==> src/rtl/gpb_pkg.sv <==
package gpb_pkg;

  typedef enum logic [1:0] {
    GPB_4B_ONE = 2'd0,
    GPB_4B_TWO = 2'd1,
    GPB_2B     = 2'd2
  } gpb_layout_e;

  localparam int unsigned BUS_W = 32;
  localparam logic [3:0] CODE_IN  = 4'b0000;
  localparam logic [3:0] CODE_OUT = 4'b0001;

  // Byte offset of the data register for a layout
  function automatic int unsigned dat_off(gpb_layout_e l);
    return (l == GPB_4B_TWO) ? 8 : 4;
  endfunction

  // Largest pin count a layout can address
  function automatic int unsigned max_pins(gpb_layout_e l);
    return (l == GPB_4B_ONE) ? 8 : 16;
  endfunction

  // Function code of one pin, zero-extended to 4 bits
  function automatic logic [3:0] pick_field(gpb_layout_e l, logic [31:0] c0,
                                            logic [31:0] c1, int unsigned pin);
    logic [31:0] s;
    logic [3:0]  f;
    case (l)
      GPB_2B: begin
        s = c0 >> (2 * pin);
        f = {2'b00, s[1:0]};
      end
      GPB_4B_TWO: begin
        s = (pin >= 8) ? (c1 >> (4 * (pin - 8))) : (c0 >> (4 * pin));
        f = s[3:0];
      end
      default: begin
        s = c0 >> (4 * pin);
        f = s[3:0];
      end
    endcase
    return f;
  endfunction

endpackage

==> src/rtl/gpb_sync.sv <==
module gpb_sync #(
  parameter int unsigned W = 16
) (
  input  logic         clk,
  input  logic         rst_n,
  input  logic [W-1:0] d,
  output logic [W-1:0] q
);
  logic [W-1:0] s1;

  always_ff @(posedge clk or negedge rst_n) begin
    if (!rst_n) begin
      s1 <= '0;
      q  <= '0;
    end else begin
      s1 <= d;
      q  <= s1;
    end
  end
endmodule

==> src/rtl/gpb_regs.sv <==
module gpb_regs
  import gpb_pkg::*;
#(
  parameter gpb_layout_e LAYOUT = GPB_4B_TWO,
  parameter int unsigned NPINS  = 12,
  parameter int unsigned AW     = 4
) (
  input  logic             clk,
  input  logic             rst_n,
  input  logic [AW-1:0]    addr,
  input  logic             we,
  input  logic [BUS_W-1:0] wdata,
  output logic [BUS_W-1:0] ctl0_q,
  output logic [BUS_W-1:0] ctl1_q,
  output logic [NPINS-1:0] dat_q,
  output logic             wr_ctl,
  output logic             wr_dat
);
  localparam logic [AW-1:0] A_CTL0 = AW'(0);
  localparam logic [AW-1:0] A_CTL1 = AW'(4);
  localparam logic [AW-1:0] A_DAT  = AW'(dat_off(LAYOUT));
  localparam bit            TWO    = (LAYOUT == GPB_4B_TWO);

  logic hit_ctl0, hit_ctl1;

  assign hit_ctl0 = we && (addr == A_CTL0);
  assign hit_ctl1 = we && TWO && (addr == A_CTL1);
  assign wr_dat   = we && (addr == A_DAT);
  assign wr_ctl   = hit_ctl0 || hit_ctl1;

  always_ff @(posedge clk or negedge rst_n) begin
    if (!rst_n)        ctl0_q <= '0;
    else if (hit_ctl0) ctl0_q <= wdata;
  end

  always_ff @(posedge clk or negedge rst_n) begin
    if (!rst_n)      dat_q <= '0;
    else if (wr_dat) dat_q <= wdata[NPINS-1:0];
  end

  generate
    if (TWO) begin : g_ctl1
      always_ff @(posedge clk or negedge rst_n) begin
        if (!rst_n)        ctl1_q <= '0;
        else if (hit_ctl1) ctl1_q <= wdata;
      end
    end else begin : g_no_ctl1
      assign ctl1_q = '0;
    end
  endgenerate
endmodule

==> src/rtl/gpb_pin_ctl.sv <==
module gpb_pin_ctl
  import gpb_pkg::*;
#(
  parameter gpb_layout_e      LAYOUT   = GPB_4B_TWO,
  parameter int unsigned      NPINS    = 12,
  parameter bit               HAS_IRQ  = 1'b1,
  parameter logic [3:0]       IRQ_CODE = 4'b0111,
  parameter logic [NPINS-1:0] IRQ_MASK = '1
) (
  input  logic [BUS_W-1:0] ctl0,
  input  logic [BUS_W-1:0] ctl1,
  input  logic [NPINS-1:0] dat,
  input  logic [NPINS-1:0] pad_sync,
  output logic [NPINS-1:0] oe,
  output logic [NPINS-1:0] out,
  output logic [NPINS-1:0] irq_sel,
  output logic [NPINS-1:0] rd_dat
);
  generate
    for (genvar p = 0; p < NPINS; p++) begin : g_pin
      logic [3:0] fld;
      assign fld        = pick_field(LAYOUT, ctl0, ctl1, p);
      assign oe[p]      = (fld == CODE_OUT);
      assign out[p]     = oe[p] & dat[p];
      assign irq_sel[p] = HAS_IRQ && IRQ_MASK[p] && (fld == IRQ_CODE);
      assign rd_dat[p]  = oe[p] ? dat[p] : pad_sync[p];
    end
  endgenerate
endmodule

==> src/rtl/gpb_bank.sv <==
module gpb_bank
  import gpb_pkg::*;
#(
  parameter gpb_layout_e      LAYOUT   = GPB_4B_TWO,
  parameter int unsigned      NPINS    = 12,
  parameter int unsigned      AW       = 4,
  parameter bit               HAS_IRQ  = 1'b1,
  parameter logic [3:0]       IRQ_CODE = 4'b0111,
  parameter logic [NPINS-1:0] IRQ_MASK = 12'h3FF
) (
  input  logic             clk,
  input  logic             rst_n,
  input  logic [AW-1:0]    bus_addr,
  input  logic             bus_we,
  input  logic [31:0]      bus_wdata,
  output logic [31:0]      bus_rdata,
  input  logic [NPINS-1:0] pad_in,
  output logic [NPINS-1:0] pad_out,
  output logic [NPINS-1:0] pad_oe,
  output logic [NPINS-1:0] pad_irq_sel
);
  localparam logic [AW-1:0] A_CTL1 = AW'(4);
  localparam logic [AW-1:0] A_DAT  = AW'(dat_off(LAYOUT));
  localparam bit            TWO    = (LAYOUT == GPB_4B_TWO);

  logic [BUS_W-1:0] ctl0_q, ctl1_q;
  logic [NPINS-1:0] dat_q, pad_sync, rd_dat;
  logic             ctl_wr, dat_wr;

  gpb_regs #(.LAYOUT(LAYOUT), .NPINS(NPINS), .AW(AW)) u_regs (
    .clk(clk), .rst_n(rst_n), .addr(bus_addr), .we(bus_we), .wdata(bus_wdata),
    .ctl0_q(ctl0_q), .ctl1_q(ctl1_q), .dat_q(dat_q),
    .wr_ctl(ctl_wr), .wr_dat(dat_wr)
  );

  gpb_sync #(.W(NPINS)) u_sync (
    .clk(clk), .rst_n(rst_n), .d(pad_in), .q(pad_sync)
  );

  gpb_pin_ctl #(
    .LAYOUT(LAYOUT), .NPINS(NPINS), .HAS_IRQ(HAS_IRQ),
    .IRQ_CODE(IRQ_CODE), .IRQ_MASK(IRQ_MASK)
  ) u_pins (
    .ctl0(ctl0_q), .ctl1(ctl1_q), .dat(dat_q), .pad_sync(pad_sync),
    .oe(pad_oe), .out(pad_out), .irq_sel(pad_irq_sel), .rd_dat(rd_dat)
  );

  always_comb begin
    if (bus_addr == AW'(0))             bus_rdata = ctl0_q;
    else if (TWO && bus_addr == A_CTL1) bus_rdata = ctl1_q;
    else if (bus_addr == A_DAT)         bus_rdata = BUS_W'(rd_dat);
    else                                bus_rdata = '0;
  end
endmodule

==> config.mk <==
export PLATFORM = sky130hd
export DESIGN_NAME = gpb_bank
export DESIGN_NICKNAME = d
export VERILOG_FILES = /design/src/rtl/gpb_pkg.sv /design/src/rtl/gpb_sync.sv /design/src/rtl/gpb_regs.sv /design/src/rtl/gpb_pin_ctl.sv /design/src/rtl/gpb_bank.sv
export SDC_FILE = /design/constraint.sdc
export NUM_CORES = 1
export LEC_CHECK = 0
export CAP_MARGIN = 20
export CORE_MARGIN = 4
export CORE_UTILIZATION = 63
export DETAILED_ROUTE_END_ITERATION = 16
export DONT_BUFFER_PORTS = 1
export PLACE_DENSITY = 0.87
export SLEW_MARGIN = 20
export SYNTH_ARGS = -nofsm -noshare
export SYNTH_HDL_FRONTEND = slang
export SYNTH_SLANG_ARGS = --single-unit
==> constraint.sdc <==
create_clock -name clk -period 2.85 [get_ports clk]
set_input_delay 0.855 -clock clk [delete_from_list [all_inputs] [get_ports clk]]
set_output_delay 0.855 -clock clk [all_outputs]
set_load 0.005 [all_outputs]
; Word level (Yosys, flattened, before mapping)
; Index checks and enable logic that the tools add are counted.
[word_totals]
regBits = 100
in_bits = 51
elab_cells = 60
[op_classes]
n_eq_ne = 24
n_mux = 15
bitwise = 12
n_reduce_logical = 4
[ops]
columns = cell, count
row1 = two-way mux 32 bit, 2
row2 = == test 4 x 1 -> 1 bit (second input constant), 12
row3 = == test 4 x 3 -> 1 bit (second input constant), 11
row4 = bitwise AND 1 bit, 12
row5 = two-way mux 1 bit, 12
row6 = two-way mux 12 bit, 1
row7 = == test 4 bit (second input constant), 1
row8 = logical NOT 4 bit, 1
row9 = logical AND 1 bit, 3

; Logic depth before layout (Yosys ltp)
; Gate-level depths: netlist of run 1.
[depth]
word_depth = 5
mapped_depth = 6
depth_no_buf = 3

; Hierarchy
; A second synthesis of run 1 with hierarchy kept.
[hier_totals]
hier_cells = 324
hier_area_um2 = 4814.6
[by_module_without_submodules]
columns = module, n_inst, cells_per_inst, area_each_um2, seq_area_each_um2
row1 = gpb_regs, 1, 167, 2929.1, 1901.8
row2 = gpb_pin_ctl, 1, 49, 669.4, 0.0
row3 = gpb_bank, 1, 84, 615.6, 0.0
row4 = gpb_sync, 1, 24, 600.6, 600.6

; Least setup slack after synthesis of run 1
; OpenSTA, ideal clock, no wires.
[synth_path]
kind = input port to output port
startpoint = input port bus_addr[2]
endpoint = output port bus_rdata[12]
arrival_ns = 1.871
required_time_ns = 1.995
setup_slack_ns = 0.124
path_stages = 5
cell_sequence = buf_2 > buf_2 > buf_2 > mux2i_1 > nor2_1
[synth_between]
elab_chain_cells = 3
elab_cells_between_ends = 4
[synth_rtl]
columns = element, line_no
row1 = "start, declared", gpb_bank.sv:13  ; input logic [AW-1:0] bus_addr,
row2 = == test 4 x 3 -> 1 bit, gpb_bank.sv:50  ; else if (TWO && bus_addr == A_CTL1) bus_rdata = ctl1_q;
row3 = two-way mux 32 bit, gpb_bank.sv:50
row4 = two-way mux 32 bit *, gpb_bank.sv:49  ; if (bus_addr == AW'(0)) bus_rdata = ctl0_q;
row5 = "end, declared", gpb_bank.sv:16  ; output logic [31:0] bus_rdata,
; Mark *: on every way between the ends. The rest lies on a longest branch, timed or not.

; Worst setup path after layout of run 1
[layout_path]
startpoint = register u_regs.ctl0_q[27]
endpoint = output port bus_rdata[6]
[layout_between]
elab_chain_cells = 5
[layout_rtl]
columns = element, line_no
row1 = "start, declared", gpb_regs.sv:13  ; output logic [BUS_W-1:0] ctl0_q,
row2 = "start signal, assigned", gpb_regs.sv:33  ; else if (hit_ctl0) ctl0_q <= wdata;
row3 = == test 4 x 1 -> 1 bit, gpb_pin_ctl.sv:23  ; assign oe[p] = (fld == CODE_OUT);
row4 = two-way mux 1 bit, gpb_pin_ctl.sv:26  ; assign rd_dat[p] = oe[p] ? dat[p] : pad_sync[p];
row5 = two-way mux 12 bit, gpb_bank.sv:51  ; else if (bus_addr == A_DAT) bus_rdata = BUS_W'(rd_dat);
row6 = two-way mux 32 bit, gpb_bank.sv:50
row7 = two-way mux 32 bit, gpb_bank.sv:49
; No other way between the ends.

==> results of run 1 <==
final cells by class:
cell class              count  area [µm²]
well taps                  96         120
repair buffers             19         143
fillers                   492        2010
clock buffers              15         166
multi-input cells         219        1900
flip-flops and latches    100        2500
clock inverters             1        30.0
metrics by stage:
step / total power [W] / cells / setup slack (ps)
2_1_floorplan: 0.00230 / 340 / 124
3_3_place_gp: 0.00242 / 434 / 370
3_5_place_dp: 0.00247 / 434 / 350
4_1_cts: 0.00337 / 450 / 179
5_1_grt: 0.00353 / 450 / 13.5
6_report: 0.00334 / 450 / 214
routing by layer:
layer / up-vias / global-route usage / share of wire
met1: 1424 / 0.283 / 0.40
met3: 15 / 0.0764 / 0.082
met2: 95 / 0.378 / 0.51
met5: - / 0 / 0
met4: 0 / 0.0904 / 0.017
li1: 1236 / - / -
state kept, by name, summed over array words and instances (netlist names):
| register | count |
|---|---|
| u_regs.dat_q | 12 |
| u_sync.s1 | 12 |
| u_regs.ctl0_q | 32 |
| u_sync.q | 12 |
| u_regs.ctl1_q | 32 |
power by group:
part           leakage [nW]  internal (W)  switching (W)  total (W)
Sequential             1.21       0.00169       0.000215    0.00190
Combinational         0.834      0.000341       0.000194   0.000536
Clock                0.0979      0.000457       0.000449   0.000906
Total                  2.14       0.00248       0.000858    0.00334
synthesized netlist by cell type:
master	n
nand3b_1	12
nor4b_1	12
and4b_1	10
or2_1	1
mux2_1	5
nand3_1	13
nand4b_1	1
dfrtp_1	100
mux2i_1	32
buf_4	2
buf_6	3
a31oi_1	12
mux2_2	71
buf_2	10
nor4b_4	1
and2_1	12
clkbuf_1	6
or3_1	1
conb_1	1
nor2b_1	1
or2_2	12
nor2_1	21
cells by family after synthesis:
| group | after synthesis | share of synthesized area |
|---|---|---|
| AOI/OAI and AO/OA | 12 | 0.0166 |
| muxes | 108 | 0.260 |
| and+or+nand+nor | 97 | 0.142 |
| DFF | 100 | 0.554 |
| buffers and inverters | 21 | 0.0269 |
| other | 1 | 0.000830 |
final timing paths:
path	startpoint	end	cells past startpoint
setup / recovery	u_regs.ctl0_q[27]	bus_rdata[6]	4
max in group asynchronous	rst_n	u_regs.dat_q[5]	0
min in group clk	u_sync.s1[4]	u_sync.q[4]	0
setup reg to reg	u_regs.ctl1_q[3]	u_regs.ctl1_q[3]	1
hold reg to reg	u_sync.s1[4]	u_sync.q[4]	0
hold / removal	rst_n	u_regs.ctl0_q[18]	0
==> flow_metrics.env, run 1 <==
export IMPL_cts_tree="yes"
export IMPL_post_cts_buffers=0
export IMPL_pwr_density_cell_nw_per_um2=687
export IMPL_ant_nets=0
export IMPL_syn_area_per_cell_um2=13.3
export IMPL_fin_util=0.708
export IMPL_finalSetupTns_ps=0
export IMPL_finalHoldViolCount=0
export IMPL_holdWs_ps=177
export IMPL_wirelength_um=9480
export IMPL_hpwl_um=6580
export IMPL_worstPathArrival_ps=1780
export IMPL_portBuffers=0
export IMPL_synthCells=339
export IMPL_vias=2770
export IMPL_htreeDepth=3
export IMPL_synth_distinct_cells=22
export IMPL_nets=400
export IMPL_boundaryPins=119
export IMPL_fin_area_um2=4860
export IMPL_clockBufferDepth=2
export IMPL_fin_skew_ps=4.72
export IMPL_clk_latency_ps=350
export IMPL_fin_crit_sh=0.925
export IMPL_required_ps=2000
export IMPL_via_per_inst=6.16
export IMPL_track_usage=0.230
export IMPL_cts_buffers=9
export IMPL_drive_above_1_share=0.328
export IMPL_crit_family="simple AND/OR/NAND/NOR gates"
export IMPL_start_util=0.658
export IMPL_drt_iter0_drc=176
export IMPL_layout_commonest_cell="dfrtp_1"
export IMPL_worst_path_max_fanout=4
export IMPL_root_buffer="clkbuf_8"
export IMPL_slowest_delay_ps=480
export IMPL_fmax_mhz=379
export IMPL_antenna_found_initial=0
export IMPL_grt_overflow_total=0
export IMPL_slew_headroom=0.510
export IMPL_worst_pin_slew_ps=733
export IMPL_ys_seq_area_frac=0.554
export IMPL_layout_common_cells="dfrtp_1, mux2_2, mux2i_1, nor2_1, buf_4"
export IMPL_p_leak_nw=2.14
export IMPL_yosys_area_top_type="dfrtp_1"
export IMPL_yosysWarningCount=0
export IMPL_r2r_slack_ps=2020
export IMPL_endpoint_kind="output port"
export IMPL_start_kind="flop"
export IMPL_final_max_slew_viol_count=0
export IMPL_grt_pass1_vias=2945
export IMPL_setup_violations=0
export IMPL_rsz0062_at_grt="false"
export IMPL_syn_area_um2=4520
export IMPL_cts_sinks=100
export IMPL_cts_repair_resized=0
export IMPL_yosys_top_cells_area="dfrtp_1, mux2_2, mux2i_1, nor4b_1, and4b_1"
export IMPL_peakVddDrop_uv=417
export IMPL_grt_max_degree=101
export IMPL_finalCriticalPeriod_ps=2640
export IMPL_wire_per_inst_um=21.1
export IMPL_cts_clk_slew_worst_paths_ps=100
export IMPL_drt_pass1_iter_count=4
export IMPL_globalplace_congestion=0.775
export IMPL_yosysTopAreaCellShare=0.554
export IMPL_crit_slowest_cell="nor4b_1"
export IMPL_area_growth_pct=7.61
export IMPL_diodes=0
export IMPL_yosys_register_bits=100
export IMPL_maxCapViolCount=0
export IMPL_coreArea_um2=6870
export IMPL_hp_class="primary input to async pin"
export IMPL_die_y_um=92.7
export IMPL_dieArea_um2=8590
export IMPL_die_w_um=92.7
export IMPL_criticalPathCategory="flop to output port"
export IMPL_critical_path_buf_inv_count=1
export IMPL_crit_chain="nor4b_1 > buf_4 > nand3_1 > a31oi_1"
export IMPL_outcome="finished clean"
export IMPL_drc=0
export IMPL_grt_pass1_wl_um=15200
export IMPL_rows=30
export IMPL_ctsHoldBuffers=0
export IMPL_placedInstanceArea_um2=4670
Note: power is estimated with default switching activity, not from simulation.
==> run 2, diff against run 1 <==
--- a/config.mk
+++ b/config.mk
@@ -5,12 +5,11 @@
 export SDC_FILE = /design/constraint.sdc
 export NUM_CORES = 1
 export LEC_CHECK = 0
-export CAP_MARGIN = 20
 export CORE_MARGIN = 4
 export CORE_UTILIZATION = 63
 export DETAILED_ROUTE_END_ITERATION = 16
 export DONT_BUFFER_PORTS = 1
-export PLACE_DENSITY = 0.87
+export PLACE_DENSITY = 0.85
 export SLEW_MARGIN = 20
 export SYNTH_ARGS = -nofsm -noshare
 export SYNTH_HDL_FRONTEND = slang
==> run 2 against run 1 <==
Net effect:
- register-to-register slack hardly changed
- clock-buffer cell count fell by 6
- global-route usage shrank 0.36 points
- sequential power is essentially flat
- sequential cell count is the same
- critical path depth shrank 2
- wire length is 0.18% higher
- final area shrank 0.46%
- worst hold slack got worse by 5.7 ps
==> flow_metrics.env, run 2 (synthesized netlist as in run 1, its figures left out) <==
export IMPL_gr_usage_met1=0.274
export IMPL_start_kind="primary input"
export IMPL_reg_top3="u_regs.ctl0_q x32, u_regs.ctl1_q x32"
export IMPL_antenna_found_initial=0
export IMPL_finalHoldViolCount=0
export IMPL_criticalPathCategory="primary input to output port"
export IMPL_grt_overflow_total=0
export IMPL_die_y_um=92.7
export IMPL_fmax_mhz=376
export IMPL_use_met2=0.388
export IMPL_outcome="finished clean"
export IMPL_cts_repair_resized=0
export IMPL_grt_use_met3=0.0626
export IMPL_cts_sinks=100
export IMPL_grt_pass1_wl_um=14900
export IMPL_drt_pass1_iter_count=4
export IMPL_dieArea_um2=8590
export IMPL_required_ps=2000
export IMPL_p_leak_nw=2.13
export IMPL_holdWs_ps=171
export IMPL_cts_tree="yes"
export IMPL_ant_nets=0
export IMPL_crit_slowest_cell="or3_1"
export IMPL_endpoint_kind="output port"
export IMPL_finalSetupTns_ps=0
export IMPL_crit_chain="or3_1 > nor2_1"
export IMPL_slew_headroom=0.504
export IMPL_worstRegToRegCells=1
export IMPL_rsz0062_at_grt="false"
export IMPL_clk_latency_ps=370
export IMPL_coreArea_um2=6870
export IMPL_ctsHoldBuffers=0
export IMPL_slowest_delay_ps=670
export IMPL_maxCapViolCount=0
export IMPL_hpwl_um=6570
export IMPL_drive_above_1_share=0.337
export IMPL_fin_skew_ps=2.13
export IMPL_track_usage=0.227
export IMPL_fin_crit_sh=0.933
export IMPL_boundaryPins=119
export IMPL_crit_family="simple AND/OR/NAND/NOR gates"
export IMPL_nets=399
export IMPL_peakVddDrop_uv=481
export IMPL_drc=0
export IMPL_r2r_slack_ps=2010
export IMPL_worst_pin_slew_ps=742
export IMPL_fin_util=0.705
export IMPL_grt_pass1_vias=2916
export IMPL_wirelength_um=9500
export IMPL_drt_iter0_drc=67
export IMPL_vias=2743
export IMPL_cts_clk_slew_worst_paths_ps=100
export IMPL_grt_busiest_layer="met2"
export IMPL_setup_violations=0
export IMPL_reg2reg_to="u_regs.ctl0_q[8]"
export IMPL_fin_ws_ps=192
export IMPL_rows=30
export IMPL_grt_max_degree=101
export IMPL_root_buffer="clkbuf_8"
export IMPL_hp_class="primary input to async pin"
export IMPL_area_growth_pct=7.12
export IMPL_start_util=0.658
export IMPL_via_per_inst=6.11
export IMPL_critical_path_buf_inv_count=0
export IMPL_pre_cts_slack_ps=189
export IMPL_portBuffers=0
export IMPL_wire_per_inst_um=21.2
export IMPL_diodes=0
export IMPL_worst_path_max_fanout=20
export IMPL_final_max_slew_viol_count=0
export IMPL_power_total_w=0.00327
export IMPL_r2r_start="u_regs.ctl0_q[8]"
export IMPL_finalCriticalPeriod_ps=2660
export IMPL_cts_buffers=9
export IMPL_globalplace_congestion=0.820
export IMPL_htreeDepth=3
export IMPL_post_cts_buffers=0
export IMPL_layout_common_cells="dfrtp_1, mux2_2, mux2i_1, nor2_1, buf_4"
export IMPL_layout_commonest_cell="dfrtp_1"
export IMPL_worstPathArrival_ps=1800
export IMPL_die_w_um=92.7
export IMPL_fillCellCount=479
export IMPL_pwr_density_cell_nw_per_um2=676
export IMPL_clockBufferDepth=2
-- run 2: worst max path at each step --
stage	slack (ps)	start	cells past startpoint	end
finish	190	bus_addr[3]	2	bus_rdata[30]
global route	110	u_regs.ctl0_q[27]	4	bus_rdata[6]
CTS	190	bus_addr[3]	2	bus_rdata[26]
detailed placement	190	bus_addr[3]	2	bus_rdata[26]
global placement	230	bus_addr[3]	2	bus_rdata[27]
floorplan	120	bus_addr[2]	5	bus_rdata[12]
-- run 2: metal layers --
layer | share of wire | vias up
met5 | 0 | -
met4 | 0.017 | 0
met3 | 0.072 | 14
met2 | 0.50 | 97
met1 | 0.41 | 1395
li1 | - | 1237
-- run 2: power by group --
group	internal, W	total (W)	leakage, nW	switching (W)
registers	0.00169	0.00190	1.21	0.000213
logic	0.000341	0.000537	0.830	0.000196
clock network	0.000329	0.000836	0.0881	0.000506
total	0.00236	0.00327	2.13	0.000916
-- run 2: area by class of cell --
cell class,count,area (µm²),share of cell area
tap,96,120,0.0248
sequential,100,2500,0.517
multi-input combinational,219,1900,0.393
timing repair buffer,18,135,0.0279
clock buffer,9,124,0.0256
clock inverter,7,57.6,0.0119
-- run 2: stage by stage --
stage / cells / instance area, µm²
2_1_floorplan: 340 / 4520
3_3_place_gp: 433 / 4660
3_5_place_dp: 433 / 4660
4_1_cts: 449 / 4840
5_1_grt: 449 / 4840
6_report: 449 / 4840
